<file path="src/rtl/fp_seq_pkg.sv">
// Package: shared types and decode helpers for the front-panel sequencer.
// Assumes four ordered phases and one active operation at a time.
package fp_seq_pkg;

    typedef enum logic [2:0] {
        OP_IDLE    = 3'd0,
        OP_LOAD    = 3'd1,
        OP_EXAM    = 3'd2,
        OP_EXAM_NX = 3'd3,
        OP_DEP     = 3'd4,
        OP_DEP_NX  = 3'd5
    } op_e;

    localparam int NUM_OPS = 6;

    typedef enum logic [1:0] {
        PH_A = 2'd0,
        PH_B = 2'd1,
        PH_C = 2'd2,
        PH_D = 2'd3
    } phase_e;

    typedef struct packed {
        logic sel_switches;
        logic pc_load;
        logic inc_select;
        logic inc_load;
        logic mem_rd;
        logic mem_wr;
    } strobes_t;

    // True for operations that stop after phase B.
    function automatic logic op_is_short(input op_e op);
        return !(op == OP_EXAM_NX || op == OP_DEP_NX);
    endfunction

    // Contribution of one operation to the strobes in a given phase.
    function automatic strobes_t op_contrib(input op_e op, input phase_e ph);
        strobes_t s;
        s = '0;
        unique case (op)
            OP_LOAD: begin
                s.sel_switches = (ph == PH_A) || (ph == PH_B);
                s.pc_load      = (ph == PH_B);
            end
            OP_EXAM, OP_EXAM_NX: begin
                s.mem_rd   = (ph == PH_A);
                s.inc_load = (ph == PH_B);
            end
            OP_DEP, OP_DEP_NX: begin
                s.inc_load = (ph == PH_A);
                s.mem_wr   = (ph == PH_B);
            end
            default: s = '0;
        endcase
        if ((op == OP_EXAM_NX || op == OP_DEP_NX) && (ph == PH_C || ph == PH_D)) begin
            s.inc_select = 1'b1;
            s.pc_load    = 1'b1;
        end
        return s;
    endfunction

endpackage

</file>
<file path="src/rtl/fp_req_latch.sv">
// Request latch: picks one request by fixed priority while idle and holds it
// until the phase generator reports the final cycle of the sequence.
// Assumes request inputs are single-cycle pulses; requests while busy are dropped.
module fp_req_latch
    import fp_seq_pkg::*;
(
    input  logic clk,
    input  logic rst_n,
    input  logic req_load_i,
    input  logic req_exam_i,
    input  logic req_exam_nx_i,
    input  logic req_dep_i,
    input  logic req_dep_nx_i,
    input  logic clear_i,
    output op_e  op_o,
    output logic start_o
);

    op_e op_q;
    op_e pick;

    // Fixed-priority selection among simultaneous requests.
    always_comb begin
        if (req_load_i)         pick = OP_LOAD;
        else if (req_dep_nx_i)  pick = OP_DEP_NX;
        else if (req_dep_i)     pick = OP_DEP;
        else if (req_exam_nx_i) pick = OP_EXAM_NX;
        else if (req_exam_i)    pick = OP_EXAM;
        else                    pick = OP_IDLE;
    end

    assign start_o = (op_q == OP_IDLE) && (pick != OP_IDLE);

    // Hold the accepted operation until the sequence ends.
    always_ff @(posedge clk) begin
        if (!rst_n) begin
            op_q <= OP_IDLE;
        end else if (start_o) begin
            op_q <= pick;
        end else if (clear_i) begin
            op_q <= OP_IDLE;
        end
    end

    assign op_o = op_q;

endmodule

</file>
<file path="src/rtl/fp_phase_gen.sv">
// Phase generator: once started, steps through phases A..D, each PHASE_CYCLES
// long, and stops after B when short_i is high. last_o marks the final cycle.
// Assumes start_i is only honoured while inactive.
module fp_phase_gen
    import fp_seq_pkg::*;
#(
    parameter int PHASE_CYCLES = 2
) (
    input  logic   clk,
    input  logic   rst_n,
    input  logic   start_i,
    input  logic   short_i,
    output logic   active_o,
    output phase_e phase_o,
    output logic   last_o
);

    localparam int CNT_W = (PHASE_CYCLES > 1) ? $clog2(PHASE_CYCLES) : 1;
    localparam logic [CNT_W-1:0] CNT_MAX = CNT_W'(PHASE_CYCLES - 1);

    logic             act_q;
    phase_e           ph_q;
    logic [CNT_W-1:0] cnt_q;
    logic             phase_end;

    assign phase_end = act_q && (cnt_q == CNT_MAX);
    assign last_o    = phase_end && ((short_i && ph_q == PH_B) || ph_q == PH_D);

    // Advance the cycle counter and the phase, stopping on the last phase.
    always_ff @(posedge clk) begin
        if (!rst_n) begin
            act_q <= 1'b0;
            ph_q  <= PH_A;
            cnt_q <= '0;
        end else if (!act_q) begin
            if (start_i) begin
                act_q <= 1'b1;
                ph_q  <= PH_A;
                cnt_q <= '0;
            end
        end else if (phase_end) begin
            cnt_q <= '0;
            if (last_o) begin
                act_q <= 1'b0;
                ph_q  <= PH_A;
            end else begin
                ph_q <= phase_e'(ph_q + 2'd1);
            end
        end else begin
            cnt_q <= cnt_q + 1'b1;
        end
    end

    assign active_o = act_q;
    assign phase_o  = ph_q;

endmodule

</file>
<file path="src/rtl/fp_strobe_decode.sv">
// Strobe decode: ORs the per-operation contributions for the current phase.
// Assumes at most one operation code is held at a time; outputs are zero when inactive.
module fp_strobe_decode
    import fp_seq_pkg::*;
(
    input  op_e      op_i,
    input  phase_e   phase_i,
    input  logic     active_i,
    output strobes_t strobes_o
);

    strobes_t contrib [NUM_OPS];

    // One contribution slot per operation code.
    for (genvar g = 0; g < NUM_OPS; g++) begin : g_op
        always_comb begin
            if (active_i && op_i == op_e'(3'(g))) contrib[g] = op_contrib(op_e'(3'(g)), phase_i);
            else                                   contrib[g] = '0;
        end
    end

    // OR together every slot to form the outputs.
    always_comb begin
        strobes_o = '0;
        for (int i = 0; i < NUM_OPS; i++) strobes_o = strobes_o | contrib[i];
    end

endmodule

</file>
<file path="src/rtl/fp_op_sequencer.sv">
// Top: front-panel operation sequencer. It latches a request, runs the phase
// generator for a short (A,B) or long (A..D) sequence, and decodes the strobes.
// Assumes one-cycle request pulses and a synchronous active-low reset.
module fp_op_sequencer
    import fp_seq_pkg::*;
#(
    parameter int PHASE_CYCLES = 2
) (
    input  logic clk,
    input  logic rst_n,
    input  logic req_load_addr,
    input  logic req_examine,
    input  logic req_examine_next,
    input  logic req_deposit,
    input  logic req_deposit_next,
    output logic busy,
    output logic sel_switches,
    output logic pc_load,
    output logic inc_select,
    output logic inc_load,
    output logic mem_rd,
    output logic mem_wr
);

    op_e      op;
    logic     start;
    logic     active;
    logic     last;
    phase_e   phase;
    strobes_t stb;

    fp_req_latch u_latch (
        .clk          (clk),
        .rst_n        (rst_n),
        .req_load_i   (req_load_addr),
        .req_exam_i   (req_examine),
        .req_exam_nx_i(req_examine_next),
        .req_dep_i    (req_deposit),
        .req_dep_nx_i (req_deposit_next),
        .clear_i      (last),
        .op_o         (op),
        .start_o      (start)
    );

    fp_phase_gen #(.PHASE_CYCLES(PHASE_CYCLES)) u_phase (
        .clk     (clk),
        .rst_n   (rst_n),
        .start_i (start),
        .short_i (op_is_short(op)),
        .active_o(active),
        .phase_o (phase),
        .last_o  (last)
    );

    fp_strobe_decode u_dec (
        .op_i     (op),
        .phase_i  (phase),
        .active_i (active),
        .strobes_o(stb)
    );

    assign busy         = (op != OP_IDLE);
    assign sel_switches = stb.sel_switches;
    assign pc_load      = stb.pc_load;
    assign inc_select   = stb.inc_select;
    assign inc_load     = stb.inc_load;
    assign mem_rd       = stb.mem_rd;
    assign mem_wr       = stb.mem_wr;

endmodule

</file>
<file path="config.mk">
export PLATFORM = sky130hd
export DESIGN_NAME = fp_op_sequencer
export DESIGN_NICKNAME = d
export VERILOG_FILES = /design/src/rtl/fp_seq_pkg.sv /design/src/rtl/fp_req_latch.sv /design/src/rtl/fp_phase_gen.sv /design/src/rtl/fp_strobe_decode.sv /design/src/rtl/fp_op_sequencer.sv
export SDC_FILE = /design/constraint.sdc
export NUM_CORES = 1
export LEC_CHECK = 0
export CELL_PAD_IN_SITES_DETAIL_PLACEMENT = 0
export CELL_PAD_IN_SITES_GLOBAL_PLACEMENT = 1
export CORE_MARGIN = 2
export CORE_UTILIZATION = 33
export CTS_CLUSTER_SIZE = 40
export DETAILED_ROUTE_END_ITERATION = 12
export PLACE_DENSITY_LB_ADDON = 0.15
export SYNTH_ARGS = -nofsm -noshare
export SYNTH_HDL_FRONTEND = slang
export SYNTH_SLANG_ARGS = --single-unit
export TNS_END_PERCENT = 5
</file>
<file path="constraint.sdc">
create_clock -name clk -period 1.7 [get_ports clk]
set_input_delay 0.34 -clock clk [delete_from_list [all_inputs] [get_ports clk]]
set_output_delay 0.34 -clock clk [all_outputs]
set_load 0.03 [all_outputs]
</file>
==> results.json <==
{
  "status": "complete, but fails checks",
  "violations": "setup timing",
  "synth_nets": 68,
  "placed_cell_area_um2": 763,
  "clock-sinks": 7,
  "max_freq_mhz": 570,
  "leakagePower_nw": 0.371,
  "clk_path_buf_depth": 2,
  "clockPowerShare": 0.131,
  "drv_slew": 0,
  "yosys_most_used_dff": "dfxtp_1",
  "endpoint_kind": "output port",
  "die_w_um": 43.3,
  "fin_skew_ps": 1.51,
  "hold_viol": 0,
  "synthCells": 57,
  "setup_viol": 1,
  "tns_ps": -54.0,
  "ys_top_cells_by_area": "dfxtp_1 28%, ha_1 9.8%, nand3b_1 4.4%, a22o_2 3.9%, nor2_1 3.7%",
  "min_period_ps": 1750,
  "required_ps": 1360,
  "fp-row-count": 14,
  "grt_pass1_vias": 522,
  "core_um2": 1470,
  "period_share": 1.03,
  "portBuffers": 13,
  "fin_area_um2": 862,
  "netlist_area_um2": 509,
  "drive_gt1_frac": 0.539,
  "seqPwrFrac": 0.227,
  "arrival_ps": 1410,
  "insertion_delay_ps": 260,
  "grt_pass1_wl_um": 2180,
  "cp_max_fo": 3,
  "track_usage": 0.162,
  "ys_types": 31,
  "wl_per_cell_um": 12.1,
  "area_growth_syn_to_layout_pct": 69.3,
  "initial_core_util": 0.346,
  "ctsRootBufferMaster": "clkbuf_4",
  "relSlewSlack": 0.736,
  "wl_um": 1280,
  "p_int_uw": 727,
  "detail_route.first_pass.iterations": 4,
  "synthArstFlopShare": 0,
  "cts_buffers": 3,
  "netlist.area_leader.share": 0.275,
  "r2r_slack_ps": 90,
  "die_area_um2": 1870,
  "switching_power_uw": 510,
  "grt_max_degree": 11,
  "p_sw_frac": 0.412,
  "drc_errors": 0,
  "fp.dieH_um": 43.3,
  "synth_edf_count": 0,
  "critPathKind": "reg2out",
  "ys_seq_area_frac": 0.275,
  "dp_slack_ps": -67.0,
  "place.gp.congestion": 0.750,
  "rsz0062_at_grt": "yes",
  "tightest_slew_ps": 394,
  "drv_cap": 0,
  "drt_iter0_markers": 10,
  "diodes": 0,
  "vias": 542,
  "io_pins": 14,
  "cts_hold_buf": 0,
  "setup_ws_ps": -54.0,
  "ctsHtreeMaxLevel": 1,
  "place_hpwl_um": 968,
  "grt-ovfl-total": 0,
  "syn_area_per_cell_um2": 8.93,
  "vdd_drop_max_mv": 1.08,
  "powerDensity_nw_per_um2": 1440,
  "synth_seq_cells": 7,
  "clkSlewWorstSetupHoldPaths_ps": 50,
  "cts_tree": "built",
  "hp-class": "reg2reg",
  "fill_cells": 152,
  "antenna_found_initial": 0,
  "viasPerCell": 5.16,
  "cp-start-kind": "register",
  "ant_nets": 0,
  "nNetsFinal": 101,
  "yosysWarnings": 0,
  "combPwrFrac": 0.642,
  "yosysTopAreaCell": "dfxtp_1"
}
cells in the mapped netlist, types with 2 or more instances:
cell type	number
a211oi_1	2
a22o_2	2
and2b_2	2
and3_1	2
dfxtp_1	7
ha_1	4
inv_1	3
nand2_1	2
nand3_1	2
nand3b_1	3
nor2_1	5
nor3_1	2
o21a_1	2
o32ai_1	2
metal layers:
| layer | routed length [um] | GRT usage |
|---|---|---|
| met2 | 608 | 0.251 |
| met1 | 553 | 0.187 |
| met4 | 52 | 0.145 |
| met5 | 0 | 0 |
| met3 | 60 | 0.0255 |
kinds of logic after synthesis:
logic type,share of synthesized area
buffers and inverters,0.0516
adders and majority gates,0.0983
AOI/OAI and AO/OA,0.238
xor gates and xnor gates,0.0172
DFF,0.275
and+or+nand+nor,0.319
worst max-delay path, stage by stage (launching register included):
cell and delay [ps]:
dfxtp_2 350, inv_2 40, buf_6 110, ha_4 150
nor2_4 90, nor3_2 50, a41o_1 220, buf_6 140
placed cells by master (no fill, tap or decap), drive strengths merged:
cell type,count
o32ai,2
or4b,1
and2b,2
clkbuf,4
o21a,2
a21bo,1
xnor2,1
a22o,2
nor4,1
nand3,2
a41o,1
inv,3
clkdlybuf4s50,6
or3,1
nand3b,3
o2bb2ai,1
o21ai,1
ha,4
or2,1
buf,23
nor2,6
a21oi,1
nor2b,1
dfxtp,7
and3,2
o211ai,1
a211oi,2
a22oi,1
dlygate4sd2,1
nor3,2
nand2,2
or3b,1
state kept, by name, indices dropped and copies added, names as in the netlist:
register          cells
u_phase.cnt_q         1
u_phase.phase_o       2
u_phase.active_o      1
u_latch.op_o          3
through the flow:
stage          hold WS, ps  cells  power, mW   util
2_1_floorplan          484     57      0.697      -
3_3_place_gp           528    100       1.02  0.519
3_5_place_dp           529    100       1.02  0.519
4_1_cts                543    104       1.19  0.544
5_1_grt                583    105       1.33  0.586
6_report               540    105       1.24  0.586
worst paths after layout:
| kind | start | end | cells after the start |
|---|---|---|---|
| max | u_phase.phase_o[0] | pc_load | 7 |
| min | u_phase.cnt_q | u_phase.phase_o[1] | 2 |
| max reg2reg | u_phase.phase_o[0] | u_latch.op_o[1] | 6 |
| min reg2reg | u_phase.cnt_q | u_phase.phase_o[1] | 2 |
layout make-up:
class,instances,area [um^2],area share
flip-flops and latches,7,144,0.167
multi-input cells,45,407,0.472
clock buffers,4,26.3,0.0305
well taps,16,20.0,0.0232
inverters,3,11.3,0.0131
repair buffers,30,254,0.295
repair_timing:
item,CTS,global route
endpoints found under the hold margin,0,0
buffers inserted,0,1
endpoints found under the setup margin,5,5
resized for setup,10,14
pin swaps,1,3
power groups by stage:
| stage | clock (mW) | sequential (mW) | combinational (mW) |
|---|---|---|---|
| 2_1_floorplan | 0 | 0.284 | 0.412 |
| 3_3_place_gp | 0 | 0.274 | 0.744 |
| 3_5_place_dp | 0 | 0.276 | 0.740 |
| 4_1_cts | 0.167 | 0.280 | 0.740 |
| 5_1_grt | 0.173 | 0.292 | 0.870 |
| 6_report | 0.162 | 0.281 | 0.795 |
No activity file was read; power rests on OpenSTA's default activity.
